<file path="src/rtl/updown_pkg.sv">
// Shared types for the chained up-down sweep counter.
// Assumes: one clock domain, synchronous active-low reset everywhere.
package updown_pkg;

    // Run state of a single-direction counter
    typedef enum logic {
        CNT_IDLE = 1'b0,
        CNT_RUN  = 1'b1
    } cnt_state_t;

    // Which counter owns the LED output
    typedef enum logic {
        SEL_UP   = 1'b0,
        SEL_DOWN = 1'b1
    } led_sel_t;

endpackage

</file>
<file path="src/rtl/tick_gen.sv">
// Slow tick generator: raises tick_o for one clock every TICK_PERIOD clocks.
// Assumes: TICK_PERIOD >= 2; the counter restarts from 0 on reset, so the
// first tick is high in the cycle after the TICK_PERIOD-1 th edge after release.
module tick_gen #(
    parameter int TICK_PERIOD = 8388608
) (
    input  logic clk,
    input  logic rst_n,
    output logic tick_o
);
    localparam int CW = (TICK_PERIOD > 2) ? $clog2(TICK_PERIOD) : 1;
    localparam logic [CW-1:0] LAST = CW'(TICK_PERIOD - 1);

    logic [CW-1:0] div_q;

    // Free-running divider that wraps at the last count
    always_ff @(posedge clk) begin
        if (!rst_n) begin
            div_q <= '0;
        end else if (div_q == LAST) begin
            div_q <= '0;
        end else begin
            div_q <= div_q + CW'(1);
        end
    end

    assign tick_o = (div_q == LAST);

    // ticks are never back to back
    p_tick_gap_r2: assert property (@(posedge clk) disable iff (!rst_n)
        tick_o |=> !tick_o)
        else $error("tick high on two consecutive cycles");

    // divider never leaves its range
    always_comb begin
        a_div_range_r2: assert (div_q <= LAST)
            else $error("divider out of range");
    end

endmodule

</file>
<file path="src/rtl/launch_pulse.sv">
// Launch pulse: a one-cycle start strobe on the first cycle after reset ends.
// Assumes: reset is held for at least one clock edge.
module launch_pulse (
    input  logic clk,
    input  logic rst_n,
    output logic start_o
);
    logic armed_q;

    // Armed under reset, disarmed on the first edge with reset released
    always_ff @(posedge clk) begin
        if (!rst_n) begin
            armed_q <= 1'b1;
        end else begin
            armed_q <= 1'b0;
        end
    end

    assign start_o = armed_q;

    // the launch strobe is one cycle wide
    p_start_single_r7: assert property (@(posedge clk) disable iff (!rst_n)
        start_o |=> !start_o)
        else $error("launch pulse wider than one cycle");

    // once gone, the strobe never returns without a reset
    p_start_once_r7: assert property (@(posedge clk) disable iff (!rst_n)
        !start_o |=> !start_o)
        else $error("second launch pulse");

endmodule

</file>
<file path="src/rtl/dir_counter.sv">
// Single-direction counter with a go/done handshake.
// COUNT_UP=1 counts 0 -> max, COUNT_UP=0 counts max -> 0.
// When idle it holds its start value. On go it begins running and steps once
// per tick. The tick that would produce the terminal value raises done
// (combinational, one cycle), reloads the start value and returns to idle.
// The partner counter therefore shows the terminal value.
// Assumes: go is ignored while running; tick is a one-cycle enable.
module dir_counter
    import updown_pkg::*;
#(
    parameter int WIDTH    = 4,
    parameter bit COUNT_UP = 1'b1
) (
    input  logic             clk,
    input  logic             rst_n,
    input  logic             tick_i,
    input  logic             go_i,
    output logic [WIDTH-1:0] value_o,
    output logic             done_o,
    output logic             busy_o
);
    localparam logic [WIDTH-1:0] ALL_ONES = {WIDTH{1'b1}};
    localparam logic [WIDTH-1:0] START_V  = COUNT_UP ? '0 : ALL_ONES;
    localparam logic [WIDTH-1:0] TERM_V   = COUNT_UP ? ALL_ONES : '0;

    cnt_state_t       state_q;
    logic [WIDTH-1:0] value_q;
    logic [WIDTH-1:0] next_v;

    // Direction picked at elaboration
    generate
        if (COUNT_UP) begin : g_up
            assign next_v = value_q + WIDTH'(1);
        end else begin : g_down
            assign next_v = value_q - WIDTH'(1);
        end
    endgenerate

    assign done_o  = (state_q == CNT_RUN) && tick_i && (next_v == TERM_V);
    assign busy_o  = (state_q == CNT_RUN);
    assign value_o = value_q;

    // Run/idle state machine and the count register
    always_ff @(posedge clk) begin
        if (!rst_n) begin
            state_q <= CNT_IDLE;
            value_q <= START_V;
        end else begin
            case (state_q)
                CNT_IDLE: begin
                    value_q <= START_V;
                    if (go_i) begin
                        state_q <= CNT_RUN;
                    end
                end
                CNT_RUN: begin
                    if (done_o) begin
                        state_q <= CNT_IDLE;
                        value_q <= START_V;
                    end else if (tick_i) begin
                        value_q <= next_v;
                    end
                end
                default: state_q <= CNT_IDLE;
            endcase
        end
    end

    // done lasts exactly one cycle
    p_done_pulse_r6: assert property (@(posedge clk) disable iff (!rst_n)
        done_o |=> !done_o)
        else $error("done wider than one cycle");

    // after done the counter is idle with its start value
    p_done_idle_r6: assert property (@(posedge clk) disable iff (!rst_n)
        done_o |=> (!busy_o && value_o == START_V))
        else $error("counter not idle at start value after done");

    // a running counter moves only on a tick
    p_step_on_tick_r2: assert property (@(posedge clk) disable iff (!rst_n)
        (busy_o && !tick_i) |=> $stable(value_o))
        else $error("counter moved without a tick");

endmodule

</file>
<file path="src/rtl/updown_led_top.sv">
// Chained up-down LED sweep counter.
// One ascending and one descending counter hand the run to each other through
// go/done. A launch pulse starts the first ascending run after reset, and a
// select register, flipped by each done, routes the running counter to led_o.
// Assumes: single clock, synchronous active-low reset, TICK_PERIOD >= 2,
// LED_WIDTH >= 2.
module updown_led_top
    import updown_pkg::*;
#(
    parameter int LED_WIDTH   = 4,
    parameter int TICK_PERIOD = 8388608
) (
    input  logic                 clk,
    input  logic                 rst_n,
    output logic [LED_WIDTH-1:0] led_o
);
    logic                 tick;
    logic                 start;
    logic                 up_go;
    logic                 up_done;
    logic                 up_busy;
    logic [LED_WIDTH-1:0] up_val;
    logic                 dn_done;
    logic                 dn_busy;
    logic [LED_WIDTH-1:0] dn_val;
    led_sel_t             sel_q;

    tick_gen #(
        .TICK_PERIOD(TICK_PERIOD)
    ) u_tick (
        .clk   (clk),
        .rst_n (rst_n),
        .tick_o(tick)
    );

    launch_pulse u_launch (
        .clk    (clk),
        .rst_n  (rst_n),
        .start_o(start)
    );

    assign up_go = start | dn_done;

    dir_counter #(
        .WIDTH   (LED_WIDTH),
        .COUNT_UP(1'b1)
    ) u_up (
        .clk    (clk),
        .rst_n  (rst_n),
        .tick_i (tick),
        .go_i   (up_go),
        .value_o(up_val),
        .done_o (up_done),
        .busy_o (up_busy)
    );

    dir_counter #(
        .WIDTH   (LED_WIDTH),
        .COUNT_UP(1'b0)
    ) u_dn (
        .clk    (clk),
        .rst_n  (rst_n),
        .tick_i (tick),
        .go_i   (up_done),
        .value_o(dn_val),
        .done_o (dn_done),
        .busy_o (dn_busy)
    );

    // Select register: follows whichever counter just handed off
    always_ff @(posedge clk) begin
        if (!rst_n) begin
            sel_q <= SEL_UP;
        end else if (up_done) begin
            sel_q <= SEL_DOWN;
        end else if (dn_done) begin
            sel_q <= SEL_UP;
        end
    end

    // Output multiplexer
    assign led_o = (sel_q == SEL_UP) ? up_val : dn_val;

    // select moves to the descending counter after an ascending done
    p_sel_down_r8: assert property (@(posedge clk) disable iff (!rst_n)
        up_done |=> (sel_q == SEL_DOWN))
        else $error("select did not move to descending counter");

    // select moves back after a descending done
    p_sel_up_r8: assert property (@(posedge clk) disable iff (!rst_n)
        dn_done |=> (sel_q == SEL_UP))
        else $error("select did not move to ascending counter");

    // never two runners
    p_one_runner_r8: assert property (@(posedge clk) disable iff (!rst_n)
        !(up_busy && dn_busy))
        else $error("both counters running");

    // LED holds between ticks
    p_led_hold_r2: assert property (@(posedge clk) disable iff (!rst_n)
        !tick |=> $stable(led_o))
        else $error("LED changed without a tick");

    // every tick moves the LED by exactly one
    p_led_step_r3: assert property (@(posedge clk) disable iff (!rst_n)
        tick |=> ((led_o - $past(led_o)) == LED_WIDTH'(1)
               || ($past(led_o) - led_o) == LED_WIDTH'(1)))
        else $error("LED step not of size one");

endmodule

</file>
<file path="config.mk">
export PLATFORM = sky130hd
export DESIGN_NAME = updown_led_top
export DESIGN_NICKNAME = d
export VERILOG_FILES = /design/src/rtl/updown_pkg.sv /design/src/rtl/tick_gen.sv /design/src/rtl/launch_pulse.sv /design/src/rtl/dir_counter.sv /design/src/rtl/updown_led_top.sv
export SDC_FILE = /design/constraint.sdc
export NUM_CORES = 1
export LEC_CHECK = 0
export ABC_AREA = 1
export BUFFER_PORTS_ARGS = -buffer_cell sky130_fd_sc_hd__buf_2
export CAP_MARGIN = 20
export CORE_MARGIN = 8
export CORE_UTILIZATION = 49
export DETAILED_ROUTE_END_ITERATION = 7
export PLACE_DENSITY = 0.69
export SKIP_CTS_REPAIR_TIMING = 1
export SYNTH_ARGS = -nofsm -noshare
export SYNTH_HDL_FRONTEND = slang
export SYNTH_SLANG_ARGS = --single-unit
</file>
<file path="constraint.sdc">
create_clock -name clk -period 4.6 [get_ports clk]
set_input_delay 0.23 -clock clk [delete_from_list [all_inputs] [get_ports clk]]
set_output_delay 0.23 -clock clk [all_outputs]
set_load 0.005 [all_outputs]
</file>
==> flow_summary_export.csv, run 1 <==
group,metric,value,unit
drt,wl_per_cell,10.6,um
drt,drt-total-wl,3.44,mm
layout,drive_gt1_share,12.3,%
critical_path,start_kind,"flop",
critical_path,crit_type,"flop to flop",
pwr,seqPwrFrac,59.3,%
clocking,cts_sinks,35,
sta,setup_violations,0,
critical_path,slowest_stage,"dfxtp_1",
global_routing,grt-ovfl-total,0,
synth,ys_ff_latch,35,
synth,synth_seq_area_share,35.9,%
job,cap_violations,0,
clocking,cts_made_buffers,5,
global_routing,antenna_found_initial,0,
worst_hold_path,holdCritPathClass,"primary input to flop",
clocking,cts_root_buf,"clkbuf_8",
global_routing,grt_max_degree,24,
synth,yosys-top-cells-area,"dfxtp_1 36%, nand2_1 11%, inv_1 6.9%, nor2_1 6.7%, nand3_1 5.4%",
sta,hold_viol_final,0,
sta,max_slew_margin,81.2,%
sta,fin_crit_sh,36.7,%
layout,nNetsFinal,284,
synth,ys_types,33,
pwr,p_comb_share,2.5,%
critical_path,cp.required,4.78,ns
global_routing,track_usage,12.1,%
sta,fin_tns_setup,0,ns
floorplan,die_h,79.1,um
clocking,clk_latency,0.28,ns
critical_path,worstPathCellList,"ha_1 > nand2_1 > nor2_4 > nand2_4 > nor2_4 > nand2_4 > nand2_4 > a21oi_1 > and2_1",
synth,synth_top_area_share,35.9,%
floorplan,ios,6,
floorplan,die_width,79.1,um
pwr,sw_frac_of_total,21.1,%
run_status,status,"finished clean",
drt,drtIter0Drc,106,
global_routing,grt_pass1_vias,1455,
synth,yosysWarnings,0,
place,place_congestion,0.774,
place,io_buffers,5,
pwr,total_power,521,uW
drt,drc_errors,0,
layout,diodes,0,
sta,drv_slew,0,
global_routing,grt_pass1_wl,6.10,mm
pwr,leakage,0.877,nW
drt,post_drt_via_cell_ratio,4.83,
pwr,power_density,251,mW/mm2
critical_path,crit_path_end_kind,"flop",
clocking,path_clk_slew,0.07,ns
critical_path,cp_max_fo,23,
pwr,p_int,411,uW
clocking,htreeDepth,2,
sta,clock.fmax,593,MHz
drt,drtPass1Iterations,4,
pwr,pwr-share-clk,38.2,%
sta,final.setup_skew,0.00545,ns
place,hpwl,2.61,mm
drt,route.vias.total,1573,
drt,antenna_left,0,
layout,area_delta_synth_final,6.41,%
synth,syn_inst,270,
synth,syn_area,0.00195,mm2
sta,fin_crit,1.69,ns
floorplan,start_util,49.9,%
sta,worst_slew_pin_slew,0.282,ns
critical_path,arrival,1.86,ns
clocking,tritoncts,"built",
synth,synth_nets,277,
clocking,cts.path.max_buffers,2,
layout,register_area,701,um2
layout,fillers,394,
floorplan,coreArea,0.00391,mm2
synth,syn_avg_cell_area,7.23,um2
pwr,vdd_drop_max,0.000233,V
layout,multi_input_area,0.00107,mm2
critical_path,cp_common_cell,"nand2_4",
floorplan,fp-row-count,23,
pwr,p_sw,110,uW
floorplan,fp.dieArea,0.00626,mm2
synth,synth_largest_area_cell,"dfxtp_1",
critical_path,critPathMaxStageDelay,0.35,ns
sta,rsz0062_at_grt,"no",
-- final cells by class --
type	count	share of cell area, %
timing repair buffer	5	1.20
inverter	38	6.86
clock buffer	6	3.49
sequential	35	33.7
multi-input combinational	192	51.7
tap	50	3.01
-- power by group through the flow --
stage	sequential [mW]	combinational, mW	clock (mW)
after detailed placement	0.316	0.0133	0
final	0.309	0.0133	0.199
after CTS	0.309	0.0134	0.206
after global placement	0.316	0.0134	0
after global routing	0.309	0.0152	0.221
after floorplan	0.314	0.0142	0
-- registers in the layout (all words and copies together) (netlist names) --
name	cells
u_dn.value_o	4
u_dn.busy_o	1
u_up.busy_o	1
u_up.value_o	4
sel_q	1
u_tick.div_q	23
u_launch.start_o	1
-- worst max-delay path, delay by kind of cell (launching register included) --
family | cells | cell delay, ns
adder cells (fa/ha/maj) | 1 | 0.17
AO/OA/AOI/OAI | 1 | 0.06
AND/OR/NAND/NOR | 7 | 1.02
flip-flops | 1 | 0.35
-- cells in the mapped netlist, drive strengths merged --
| cell | number |
|---|---|
| and2 | 1 |
| inv | 37 |
| a21oi | 10 |
| nand3b | 2 |
| clkinv | 1 |
| xnor2 | 4 |
| ha | 5 |
| nor2 | 43 |
| nand3 | 25 |
| clkbuf | 2 |
| o21ai | 9 |
| buf | 3 |
| or2 | 3 |
| nand4 | 6 |
| nor3b | 1 |
| nand2 | 64 |
| a22oi | 1 |
| nor3 | 9 |
| xor2 | 7 |
| a31oi | 1 |
| dfxtp | 35 |
| nor4 | 1 |
-- layer usage --
metal | routed length (um) | up-vias | global-route usage [%]
met5 | 0 | - | 0
met4 | 72 | 0 | 6.11
met3 | 123 | 7 | 3.50
met2 | 1640 | 12 | 20.4
met1 | 1610 | 687 | 13.6
li1 | - | 867 | -
-- through the flow --
step	hold WS, ns	instances	setup slack [ns]	utilization, %	cell area, um2
2_1_floorplan	0.418	270	3.14	-	1950
3_3_place_gp	0.432	320	2.93	51.2	2010
3_5_place_dp	0.435	320	2.89	51.2	2010
4_1_cts	0.270	326	2.89	53.1	2080
5_1_grt	0.279	326	2.77	53.1	2080
6_report	0.283	326	2.91	53.1	2080
-- logic make-up (layout without fill, tap and decap cells) --
kind of cell / after synthesis / after routing / share of synthesized area [%]
AND/OR/NAND/NOR: 155 / 155 / 41.3
buffers and inverters: 43 / 49 / 9.10
flip-flops: 35 / 35 / 35.9
AO/OA/AOI/OAI: 21 / 21 / 5.57
XOR/XNOR: 11 / 11 / 4.93
adder cells (fa/ha/maj): 5 / 5 / 3.20
-- cells in the final DEF, fill, tap and decap left out, types with 6 or more instances in the layout --
cell type | netlist | routed
a21oi_1 | 10 | 10
dfxtp_1 | 35 | 35
inv_1 | 36 | 36
nand2_1 | 58 | 58
nand3_1 | 21 | 21
nand4_1 | 6 | 6
nor2_1 | 35 | 35
nor2_4 | 6 | 6
nor3_1 | 7 | 7
o21ai_0 | 8 | 8
xor2_1 | 7 | 7
-- worst paths after layout --
kind,startpoint,slack [ns],cells after the start,endpoint
setup / recovery,u_tick.div_q[0]$_SDFF_PP0_,2.91,9,u_tick.div_q[19]$_SDFF_PP0_
hold / removal,rst_n,0.28,3,u_up.busy_o$_SDFF_PN0_
setup reg to reg,u_tick.div_q[0]$_SDFF_PP0_,2.91,9,u_tick.div_q[19]$_SDFF_PP0_
hold reg to reg,u_tick.div_q[0]$_SDFF_PP0_,0.44,1,u_tick.div_q[0]$_SDFF_PP0_
No activity file was read; power rests on OpenSTA's default activity.
==> run 2, diff against run 1 <==
- ABC_AREA: 1 -> 0
- PLACE_DENSITY: 0.69 -> 0.72
- clock period: 4.6 -> 1.4 ns (I/O delays scaled with it)
==> flow_summary_export.csv, run 2 <==
group,metric,value,unit
run_status,status,"finished, violations left",
run_status,violations,"negative setup slack",
synth,synth_largest_area_cell,"dfxtp_1",
layout,largest-register,"u_tick.div_q",
layout,mostFrequentLayoutCells,"46 x buf_4, 28 x nor2_1, 25 x dfxtp_1",
sta,worst_slack,-0.195,ns
synth,ys_types,41,
global_routing,grt_pass1_wl,6.47,mm
floorplan,fp-row-count,21,
place,io_buffers,5,
pwr,vdd_drop_max,0.000653,V
sta,hold_viol_final,0,
sta,final.setup_skew,0.00971,ns
global_routing,grt-ovfl-total,0,
floorplan,coreArea,0.00334,mm2
pwr,leakage,0.975,nW
sta,clock.fmax,627,MHz
drt,drtIter0Drc,87,
critical_path,arrival,1.81,ns
critical_path,cp.required,1.61,ns
worst_hold_path,holdCritPathClass,"primary input to flop",
drt,drt-total-wl,4.29,mm
sta,rsz0062_at_grt,"yes",
clocking,htreeDepth,2,
clocking,cts_sinks,35,
global_routing,grt_max_degree,18,
place,place_ws,-0.244,ns
layout,drive_gt1_share,42.3,%
synth,synth_common_cells,"35 x dfxtp_1, 29 x nor2_1, 16 x nand2_1",
drt,post_drt_via_cell_ratio,5.45,
synth,async_reset_ff_share,0,%
sta,fin_crit_sh,114,%
floorplan,die_width,75.0,um
layout,post-route-util,71.5,%
global_routing,track_usage,14.6,%
job,cap_violations,0,
drt,drc_errors,0,
sta,whs,0.0943,ns
synth,yosysWarnings,0,
place,hpwl,2.96,mm
drt,drtPass1Iterations,4,
place,place_congestion,0.905,
clocking,tritoncts,"built",
drt,wl_per_cell,14.4,um
critical_path,cp_max_fo,6,
sta,setup_violations,32,
synth,ys.flop_type,"dfxtp_1",
clocking,path_clk_slew,0.11,ns
layout,final_common_cell,"buf_4",
pwr,power_density,714,mW/mm2
synth,syn_area,0.00171,mm2
clocking,clk_latency,0.32,ns
clocking,cts_root_buf,"clkbuf_4",
floorplan,start_util,51.2,%
floorplan,ios,6,
layout,diodes,0,
floorplan,fp.dieArea,0.00563,mm2
drt,antenna_left,0,
sta,max_slew_margin,81.1,%
place,dpl-instance-area,0.00213,mm2
synth,synth_seq_area_share,41.0,%
pwr,total_power,1.70,mW
sta,drv_slew,0,
sta,worst_slew_pin_slew,0.282,ns
clocking,cts_made_buffers,5,
layout,area_delta_synth_final,39.6,%
synth,synth_most_common_cell,"dfxtp_1",
layout,stdcell_area,0.00238,mm2
clocking,cts.path.max_buffers,2,
floorplan,die_h,75.0,um
synth,synth_nets,202,
critical_path,crit_type,"flop to flop",
place,dp.cells,285,
layout,nNetsFinal,259,
global_routing,antenna_found_initial,0,
layout,largest_register_ffs,23,
sta,fin_tns_setup,-2.25,ns
layout,fin_cells,299,
synth,syn_inst,195,
synth,ys_ff_latch,35,
critical_path,start_kind,"flop",
synth,yosys-top-cells-area,"dfxtp_1 41%, xor2_1 6.7%, nor2_1 6.4%, xnor2_1 5.1%, ha_1 3.7%",
synth,synth-edff-count,0,
global_routing,grt_pass1_vias,1555,
drt,route.vias.total,1630,
sta,fin_crit,1.60,ns
critical_path,crit_path_end_kind,"flop",
synth,syn_avg_cell_area,8.76,um2
synth,synth_top_area_share,41.0,%
[run 2: cell types whose count changed after synthesis, moves of 4 or more]
cell	previous run	this run
nand2b_1	0	4
a21oi_1	10	5
nor2_1	35	29
and3_1	0	7
inv_1	36	7
xor2_1	7	13
nand2_1	58	16
nand3_1	21	12
xnor2_1	4	10
nand2_4	4	0
nor2_4	6	0
[run 2: path summary, 6_finish.rpt]
kind	end	cells after the start	from	slack (ns)
setup / recovery	u_up.busy_o$_SDFF_PN0_	7	u_dn.value_o[0]$_SDFFE_PN1P_	-0.20
hold / removal	sel_q$_SDFFE_PN0P_	2	rst_n	0.09
setup reg to reg	u_up.busy_o$_SDFF_PN0_	7	u_dn.value_o[0]$_SDFFE_PN1P_	-0.20
hold reg to reg	u_tick.div_q[20]$_SDFF_PP0_	2	u_tick.div_q[20]$_SDFF_PP0_	0.55
[run 2: layout make-up]
| class | count | area (um2) |
|---|---|---|
| clock buffer | 8 | 68.8 |
| fill | 235 | 952 |
| inverter | 7 | 26.3 |
| multi-input combinational | 150 | 1130 |
| sequential | 35 | 713 |
| tap | 46 | 57.6 |
| timing repair buffer | 53 | 393 |
[run 2: cells by family (layout without fill, tap and decap cells)]
kind of cell | count (synthesis) | count (layout) | share of synthesized area [%]
AOI/OAI and AO/OA | 25 | 25 | 9.52
xor gates and xnor gates | 23 | 23 | 11.8
and+or+nand+nor | 93 | 94 | 28.9
buffers and inverters | 11 | 68 | 3.08
adders and majority gates | 5 | 5 | 3.66
DFF | 35 | 35 | 41.0
muxes | 3 | 3 | 1.98
[run 2: power by group]
part	internal [mW]	switching, mW
sequential	1.01	0.0127
clock	0.296	0.327
combinational	0.0253	0.0331
[run 2: routing by layer]
metal  track usage [%]  vias up  share of wire (%)
li1                  -      794                  -
met1              15.8      790                 43
met2              27.8       40                 52
met3              2.80        6                4.3
met4              3.91        0                1.2
met5                 0        -                  0
[run 2: worst max-delay path, stage by stage, from the launching register on]
cell      delay (ns)
dfxtp_2         0.35
inv_1           0.08
ha_2            0.18
buf_4           0.12
nor2_1          0.04
a31o_2          0.30
a311oi_1        0.31
nor3_1          0.09
==> run 3, diff against run 2 <==
- CORE_UTILIZATION: 49 -> 25
- CTS_BUF_LIST: not set -> sky130_fd_sc_hd__clkbuf_8
- PLACE_DENSITY: 0.72 -> 0.44
- REMOVE_ABC_BUFFERS: not set -> 1
==> flow_summary_export.csv, run 3 (synthesized netlist as in run 2, its figures left out) <==
group,metric,value,unit
critical_path,start_kind,"flop",
global_routing,antenna_found_initial,0,
global_routing,grt_pass1_vias,1529,
sta,drv_slew,0,
clocking,tritoncts,"built",
layout,drive_gt1_share,51.9,%
place,place_congestion,0.702,
drt,post_drt_via_cell_ratio,4.59,
critical_path,worstPathCellList,"ha_4 > nand4_4 > nor4_4 > buf_4 > and3_4 > buf_6 > or3_1 > o31ai_1",
drt,route.met2.wl,2.09,mm
pwr,leakage,1.08,nW
global_routing,grt-ovfl-total,0,
layout,area_delta_synth_final,61.2,%
run_status,status,"finished, violations left",
critical_path,cp_top_family,"simple AND/OR/NAND/NOR gates",
clocking,cts.path.max_buffers,2,
drt,drtIter0Drc,37,
layout,largest-register,"u_tick.div_q",
critical_path,cp.buffers_inverters,2,
drt,antenna_left,0,
run_status,violations,"negative setup slack",
floorplan,fp-row-count,30,
place,place_ws,-0.450,ns
sta,hold_viol_final,0,
global_routing,track_usage,8.18,%
sta,worst_slew_pin_slew,0.278,ns
place,io_buffers,5,
drt,wl_met3,131,um
critical_path,cp_max_fo,8,
clocking,cts_sinks,35,
pwr,power_density,679,mW/mm2
drt,route.vias.total,1596,
sta,setup_violations,31,
drt,dr.max_layer_used,"met4",
clocking,cts_root_buf,"clkbuf_8",
layout,final_common_cell,"buf_4",
critical_path,slowest_stage,"dfxtp_2",
critical_path,critPathMaxStageDelay,0.34,ns
floorplan,die_h,98.7,um
critical_path,crit_path_end_kind,"flop",
sta,rsz0062_at_grt,"yes",
global_routing,grt_max_degree,14,
layout,diodes,0,
layout,mostFrequentLayoutCells,"54 x buf_4, 24 x dfxtp_1, 16 x nor2_1",
clocking,clk_latency,0.28,ns
global_routing,grt_pass1_wl,6.64,mm
floorplan,ios,6,
job,cap_violations,0,
pwr,vdd_drop_max,0.000318,V
floorplan,start_util,25.4,%
sta,clock.fmax,625,MHz
sta,fin_crit,1.60,ns
sta,max_slew_margin,81.3,%
layout,largest_register_ffs,23,
worst_hold_path,holdCritPathClass,"primary input to flop",
layout,nNetsFinal,274,
sta,fin_crit_sh,114,%
sta,worst_slack,-0.201,ns
drt,met1Wirelength,2.05,mm
floorplan,coreArea,0.00672,mm2
clocking,htreeDepth,2,
drt,drc_errors,0,
place,hpwl,2.86,mm
floorplan,die_width,98.7,um
pwr,total_power,1.87,mW
drt,drt-total-wl,4.30,mm
drt,drtPass1Iterations,4,
floorplan,fp.dieArea,0.00973,mm2
critical_path,crit_type,"flop to flop",
critical_path,arrival,1.79,ns
clocking,cts_made_buffers,5,
critical_path,cp.required,1.59,ns
clocking,path_clk_slew,0.08,ns
drt,wl_per_cell,12.4,um
sta,final.setup_skew,0.00554,ns
## run 3: cell types whose count changed in the layout (fill, tap and decap cells not counted), moves of 3 or more
cell / before / now
nor2_1: 28 / 16
nor2_4: 0 / 10
buf_4: 46 / 54
clkbuf_4: 5 / 0
buf_6: 2 / 6
and3_1: 4 / 1
and3_4: 3 / 6
clkbuf_8: 2 / 5
## run 3: path summary, 6_finish.rpt
check / start / end / slack (ns) / cells after the start
max: u_tick.div_q[0]$_SDFF_PP0_ / u_up.value_o[0]$_SDFFE_PN0P_ / -0.20 / 8
min reg2reg: u_launch.start_o$_DFF_P_ / u_up.busy_o$_SDFF_PN0_ / 0.50 / 2
max reg2reg: u_tick.div_q[0]$_SDFF_PP0_ / u_up.value_o[0]$_SDFFE_PN0P_ / -0.20 / 8
min: rst_n / u_dn.busy_o$_SDFF_PN0_ / 0.12 / 2
## run 3: cell type report
type / count / area [um2]
repair buffers: 68 / 563
well taps: 80 / 100
inverters: 7 / 26.3
clock buffers: 5 / 68.8
fillers: 663 / 3970
flip-flops and latches: 35 / 714
multi-input cells: 150 / 1260
clock inverters: 3 / 23.8
## run 3: routing by layer
layer  up-vias  track usage (%)
met5         -                0
met4         0             2.48
met3         2             2.40
met2        14             13.2
met1       749             10.2
li1        831                -
## run 3: power breakdown
part	total, mW	internal (mW)	switching, mW
Combinational	0.102	0.0531	0.0492
Sequential	1.02	1.01	0.0114
Clock	0.748	0.356	0.392
## run 3: through the flow
stage / hold WS [ns] / instances / TNS, ns / area (um2) / util [%]
6_report: 0.116 / 348 / -2.53 / 2750 / 41.0
3_5_place_dp: 0.401 / 329 / -11.79 / 2230 / 33.2
4_1_cts: 0.0956 / 337 / -12.52 / 2320 / 34.6
3_3_place_gp: 0.400 / 329 / -9.10 / 2230 / 33.2
5_1_grt: 0.117 / 348 / -5.31 / 2750 / 41.0
2_1_floorplan: 0.187 / 191 / -13.00 / 1680 / -
